<file path="config.mk">
export PLATFORM = sky130hd
export DESIGN_NAME = irq_status_unit
export DESIGN_NICKNAME = d
export VERILOG_FILES = /design/src/rtl/irq_status_unit.sv
export SDC_FILE = /design/constraint.sdc
export NUM_CORES = 1
export LEC_CHECK = 0
export BUFFER_PORTS_ARGS = -buffer_cell sky130_fd_sc_hd__buf_4
export CAP_MARGIN = 5
export CORE_AREA = 5 5 80 74
export CTS_CLUSTER_DIAMETER = 40
export DETAILED_ROUTE_END_ITERATION = 6
export DIE_AREA = 0 0 85 79
export HOLD_SLACK_MARGIN = 0.02
export PLACE_DENSITY = 0.57
export SETUP_SLACK_MARGIN = 0.4
export SLEW_MARGIN = 20
export SYNTH_ARGS = -nofsm -noshare
export SYNTH_HDL_FRONTEND = slang
export SYNTH_SLANG_ARGS = --single-unit
</file>
<file path="constraint.sdc">
create_clock -name clk -period 1.6 [get_ports clk]
set_input_delay 0.16 -clock clk [delete_from_list [all_inputs] [get_ports clk]]
set_output_delay 0.16 -clock clk [all_outputs]
set_load 0.03 [all_outputs]
</file>
<file path="src/rtl/irq_status_unit.sv">
module irq_status_unit #(
  parameter int NCH = 8,
  parameter int AW  = 2,
  parameter int DW  = 8
) (
  input  logic          clk,
  input  logic          rst_n,
  input  logic [NCH-1:0] evt_i,
  input  logic          ot_evt_i,
  input  logic          scan_end_i,
  input  logic [AW-1:0] addr_i,
  input  logic          wr_i,
  input  logic          rd_i,
  input  logic [DW-1:0] wdata_i,
  output logic [DW-1:0] rdata_o,
  output logic          irq_n_o,
  output logic          scan_run_o
);
  localparam logic [AW-1:0] A_STAT = AW'(0);
  localparam logic [AW-1:0] A_MASK = AW'(1);
  localparam logic [AW-1:0] A_CFG  = AW'(2);
  localparam logic [AW-1:0] A_EXT  = AW'(3);
  localparam int EN_B  = 0;
  localparam int CLR_B = 3;

  logic [NCH-1:0] stat_q, pend_q, mask_q, latch_bits;
  logic [DW-1:0]  cfg_q;
  logic           ot_pend_q, ot_st_q, ot_mask_q;
  logic           run, upd, rd_stat, rd_ext, ot_set;

  assign run        = ~cfg_q[CLR_B];
  assign upd        = scan_end_i & run;
  assign rd_stat    = rd_i & (addr_i == A_STAT);
  assign rd_ext     = rd_i & (addr_i == A_EXT);
  assign latch_bits = upd ? ((pend_q | evt_i) & ~mask_q) : '0;
  assign ot_set     = upd & (ot_pend_q | ot_evt_i) & ~ot_mask_q;
  assign scan_run_o = run;

  always_ff @(posedge clk or negedge rst_n) begin
    if (!rst_n) begin
      stat_q    <= '0;
      pend_q    <= '0;
      ot_pend_q <= 1'b0;
      ot_st_q   <= 1'b0;
    end else begin
      stat_q  <= (rd_stat ? '0 : stat_q) | latch_bits;
      ot_st_q <= (rd_ext ? 1'b0 : ot_st_q) | ot_set;
      if (upd) begin
        pend_q    <= '0;
        ot_pend_q <= 1'b0;
      end else if (run) begin
        pend_q    <= pend_q | evt_i;
        ot_pend_q <= ot_pend_q | ot_evt_i;
      end
    end
  end

  always_ff @(posedge clk or negedge rst_n) begin
    if (!rst_n) begin
      mask_q    <= '0;
      cfg_q     <= '0;
      ot_mask_q <= 1'b0;
    end else if (wr_i) begin
      case (addr_i)
        A_MASK:  mask_q    <= wdata_i[NCH-1:0];
        A_CFG:   cfg_q     <= wdata_i;
        A_EXT:   ot_mask_q <= wdata_i[1];
        default: ;
      endcase
    end
  end

  always_ff @(posedge clk or negedge rst_n) begin
    if (!rst_n) rdata_o <= '0;
    else if (rd_i) begin
      case (addr_i)
        A_STAT:  rdata_o <= DW'(stat_q);
        A_MASK:  rdata_o <= DW'(mask_q);
        A_CFG:   rdata_o <= cfg_q;
        default: rdata_o <= DW'({ot_mask_q, ot_st_q});
      endcase
    end
  end

  assign irq_n_o = ~(cfg_q[EN_B] & ~cfg_q[CLR_B] &
                     ((|(stat_q & ~mask_q)) | (ot_st_q & ~ot_mask_q)));


  no_set_without_end_chk: assert property (@(posedge clk) disable iff (!rst_n)
    !upd |=> ((stat_q & ~$past(stat_q)) == '0));

  masked_never_set_chk: assert property (@(posedge clk) disable iff (!rst_n)
    1'b1 |=> ((stat_q & ~$past(stat_q) & $past(mask_q)) == '0));

  read_clears_chk: assert property (@(posedge clk) disable iff (!rst_n)
    (rd_stat && !upd) |=> (stat_q == '0));

  coincident_keep_chk: assert property (@(posedge clk) disable iff (!rst_n)
    (rd_stat && upd) |=> (stat_q == $past(latch_bits)));

  irq_needs_enable_chk: assert property (@(posedge clk) disable iff (!rst_n)
    !irq_n_o |-> (cfg_q[EN_B] && !cfg_q[CLR_B]));

  halt_freezes_chk: assert property (@(posedge clk) disable iff (!rst_n)
    !scan_run_o |=> ($stable(stat_q) || stat_q == '0));
endmodule

</file>
**After elaboration in Yosys (flattened, before gate mapping)**

Cells that the tools add are included.

- Muxes and demuxes: 8
- Reduce and logical (&&, ||, !) cells: 5
- Eq/ne operators: 4
- Bitwise operators: 19

Operators with widths:

| operator | count |
|---|---|
| two-way mux 8 bit | 4 |
| case mux 8 bit (3 select lines) | 1 |
| bitwise AND 8 bit | 2 |
| bitwise OR 8 bit | 2 |
| bitwise AND 1 bit | 8 |
| inverter 8 bit | 1 |
| OR reduction 8 bit | 1 |
| AND reduction 2 bit | 3 |
| equality test 2 bit, second input constant | 2 |
| two-way mux 1 bit | 3 |
| inverter 1 bit | 3 |
| bitwise OR 1 bit | 3 |
| equality test 2 x 1 -> 1 bit, second input constant | 1 |
| logical NOT 2 bit | 1 |
| inequality test 2 x 1 -> 1 bit, second input constant | 1 |

- Register bits: 43
- Word-level logic and storage cells: 44
- Bits of input ports: 24

**Depth between registers and ports, before layout**

- Depth after elaboration: 6
- Mapped depth: 5

**Worst setup path after synthesis**

No wires, ideal clock.

- Path kind: register to output
- From: register mask_q[1]
- To: output irq_n_o
- Cell stages (with the launch flop): 4
- Path buffers: 0
- Required time: 1.440 ns
- Arrival time: 1.729 ns
- Path slack: -0.289 ns
- Path through: dfrtp_1 > nand2b_1 > o221ai_1 > o311ai_0

- Word-level cells in the longest chain between the ends: 6

RTL lines:

| item | line | source |
|---|---|---|
| start: declaration | 26 | `logic [NCH-1:0] stat_q, pend_q, mask_q, latch_bits;` |
| start signal: assignment | 65 | `A_MASK: mask_q <= wdata_i[NCH-1:0];` |
| inverter 8 bit | 86 | `((\|(stat_q & ~mask_q)) \| (ot_st_q & ~ot_mask_q)));` |
| bitwise AND 8 bit | 86 |  |
| OR reduction 8 bit | 86 |  |
| bitwise OR 1 bit | 86 |  |
| bitwise AND 1 bit | 85 | `assign irq_n_o = ~(cfg_q[EN_B] & ~cfg_q[CLR_B] &` |
| inverter 1 bit | 85 |  |
| end: declaration | 16 | `output logic irq_n_o,` |

No other way between the ends.

**Final worst setup path**

Ends and elaborated chain as after synthesis.

==> impl_summary.log <==
[metrics] pwr dens: 1280 mW/mm2
[metrics] total net switching power: 1.00 mW
[metrics] final wirelength: 4240 um
[metrics] maximum frequency from static timing analysis: 0.647 GHz
[metrics] P_int: 2.13 mW
[metrics] worst hold path class: input port to flip-flop
[metrics] root buffer cell: sky130_fd_sc_hd__clkbuf_8
[metrics] leakage power figure: 1.12 nW
[metrics] count of buffers from port buffering: 33
[metrics] vias in the first global route: 1401
[metrics] fraction of power spent switching nets: 32.0%
[metrics] met2 layer usage reported by global route: 21.1%
[metrics] overall fraction of global-route tracks in use: 13.3%
[metrics] via count normalized by instance count: 4.94
[metrics] area used by sequential logic in the layout: 0.00108 mm2
[metrics] die height: 79 um
[metrics] Period Utilization, post-route: 96.5%
[metrics] unrepaired setup endpoints after global routing: yes
[metrics] number of antenna violations at the first check in global routing: 0
[metrics] TritonCTS Buffers: 5
[metrics] Worst Clk Skew: 0.00765 ns
[metrics] fraction of layout cells with a size suffix above 1: 41.8%
[metrics] number of nets in the layout: 231
[metrics] Seq pwr share: 49.0%
[metrics] warnings from Yosys: 0
[metrics] synthesized netlist net count: 186
[metrics] die outline area: 0.00672 mm2
[metrics] routing layer with the top usage in global route: met2
[metrics] number of max-cap violations: 0
[metrics] area grow syn2layout: 29.8%
[metrics] Worst slew margin: 64.8%
[metrics] arrival time reported for the critical path endpoint: 1.38 ns
[metrics] clock insertion delay at the later pin of the skew report: 0.29 ns
[metrics] number of flops mapped to enable cells by yosys: 0
[metrics] post-synth design cell area: 0.00189 mm2
[metrics] H-tree Lvls: 2
[metrics] maximum buffer depth of the clock tree: 2
[metrics] # DRC: 0
[metrics] flops & latches, synth: 43
[metrics] fillers: 492
[metrics] global-route wire length before repair: 6900 um
[metrics] number of non-filler instances in the completed layout: 275
[metrics] clock net sink count: 43
[metrics] Core Region: 0.00507 mm2
[metrics] number of optimization iterations in the first detailed-route pass: 4
[metrics] placed insts: 256
[metrics] result of the run: finished, final reports clean
[metrics] worst slew pin tran: 0.528 ns
[metrics] CTS tree: yes
[metrics] clock-pin slew reported for the worst setup and hold paths after clock tree synthesis: 0.08 ns
[metrics] DR WL/cell: 15.4 um
[metrics] count of antenna-violating nets left after detailed routing: 0
[metrics] post-synth cell types: 29
[metrics] clock period minus final worst setup slack: 1.54 ns
[metrics] mean area per synthesized cell: 11.6 um2
[metrics] Max IR drop VDD: 0.483 mV
[metrics] combinational cell fraction of total power: 30.0%
[metrics] final hold vios: 0
[metrics] Finish-stage setup viols: 0
[metrics] antenna fix cells: 0
[metrics] sequential fraction of the synthesis area: 57.1%
[metrics] clock network power share: 20.9%
[metrics] type of the worst setup path: flip-flop to primary output
[metrics] detailed router's first-iteration violation count: 28
[metrics] number of max-slew violations in the final report: 0
[metrics] total congestion overflow after global routing: 0
[metrics] startpoint kind of the worst setup timing path: flip-flop
[metrics] Initial Utilization: 37.2%
[metrics] detailed placement HPWL: 2990 um
[metrics] critical path capture point type: primary output
[metrics] Sum Neg Setup Slack: 0 ns
[metrics] maximum number of pins on one net before global-route repair: 44
[metrics] most frequent standard cell in the layout excluding fill and tap cells: sky130_fd_sc_hd__dfrtp_1
[metrics] Chip Width: 85 um
[metrics] Post-synth top flop: sky130_fd_sc_hd__dfrtp_1
[metrics] routability-driven placement congestion ratio: 0.817
[metrics] global routing met1 resource utilization: 17.8%
[metrics] data required time at the worst endpoint: 1.44 ns
[metrics] area used by multi-input combinational logic: 803 um2
[metrics] # IOs: 34
[metrics] most frequent cells in the layout: sky130_fd_sc_hd__dfrtp_1 (42), sky130_fd_sc_hd__buf_4 (40), sky130_fd_sc_hd__mux2_2 (16), sky130_fd_sc_hd__a21oi_1 (15), sky130_fd_sc_hd__nor2_1 (15)
[metrics] cell row count: 25
[metrics] gate count of the mapped netlist: 162
[metrics] DR vias: 1359
[metrics] CP Max Fanout: 4
[metrics] Synth async-reset ratio: 100%
[metrics] met3 usage: 3.94%
## cell families after synthesis
kind of cell	Yosys count	share of synthesized area, %
compound gates	43	13.3
buf+inv	15	3.65
flops	43	57.1
mux	27	17.3
simple gates	34	8.63
## cell type report
type,count,share of cell area (%)
clock buffer,6,2.97
inverter,6,1.07
tap,67,3.43
clock inverter,2,0.511
multi-input combinational,104,32.8
timing repair buffer,47,15.2
sequential,43,44.0
## flip-flops by register name (all words and copies together), names as in the netlist
signal     flops
mask_q         8
ot_mask_q      1
cfg_q          8
stat_q         8
pend_q         8
ot_st_q        1
rdata_o        8
ot_pend_q      1
## power groups by stage
stage	Clock, mW	Combinational, mW	Sequential, mW
after detailed placement	0	0.804	1.55
after CTS	0.672	0.873	1.52
after global routing	0.722	1.03	1.57
after global placement	0	0.783	1.53
final	0.655	0.940	1.53
after floorplan	0	0.471	1.58
## Yosys cell counts (3+ instances only)
cell type,number,area [um2]
sky130_fd_sc_hd__dfrtp_1,43,1080
sky130_fd_sc_hd__clkbuf_1,4,15.0
sky130_fd_sc_hd__buf_2,3,15.0
sky130_fd_sc_hd__mux2_2,17,191
sky130_fd_sc_hd__a2bb2oi_1,6,52.6
sky130_fd_sc_hd__inv_1,6,22.5
sky130_fd_sc_hd__nor2_1,15,56.3
sky130_fd_sc_hd__o21ai_0,16,80.1
sky130_fd_sc_hd__nand2_1,8,30.0
sky130_fd_sc_hd__nand2b_1,4,25.0
sky130_fd_sc_hd__mux2i_1,6,60.1
sky130_fd_sc_hd__a21oi_1,15,75.1
## through the flow
stage                     power, mW  worst slack (ns)  instance area, um2  util [%]  hold WS [ns]
after floorplan                2.05             0.380                1900         -        -0.136
after global placement         2.31             0.306                2210      43.6         0.170
after detailed placement       2.35             0.298                2210      43.6         0.177
after CTS                      3.07            0.0502                2360      46.6         0.101
after global routing           3.33           -0.0275                2450      48.3        0.0904
final                          3.13            0.0555                2450      48.3         0.105
## path summary, 6_finish.rpt
kind                       slack [ns]  cells past startpoint    endpoint       start
max                              0.06                      4     irq_n_o   mask_q[1]
min                              0.11                      2   mask_q[6]  wdata_i[6]
max reg2reg                      0.32                      2  rdata_o[1]   ot_mask_q
min reg2reg                      0.49                      2   pend_q[3]   pend_q[3]
max in group asynchronous        0.82                      2    cfg_q[3]       rst_n
min in group asynchronous        0.39                      2  rdata_o[0]       rst_n
## timing repair
item,CTS,global route
setup buffers,4,5
pin swaps,1,6
setup endpoints to repair,4,18
hold endpoints to repair,43,0
hold buffers,1,0
resized for setup,5,21
cloned,0,1
## worst max-delay path, cell delays in order (launching register included)
cell,delay [ns]
sky130_fd_sc_hd__dfrtp_1,0.40
sky130_fd_sc_hd__nand2b_4,0.14
sky130_fd_sc_hd__o221ai_2,0.11
sky130_fd_sc_hd__o311ai_4,0.28
sky130_fd_sc_hd__buf_6,0.17
## routing by layer
metal	routed length (um)	share of wire (%)	vias to the layer above
met4	29	0.68	0
met2	1920	45	39
met1	2070	49	657
met3	222	5.2	4
met5	0	0	-
li1	-	-	659
(Power assumes the default switching activity.)
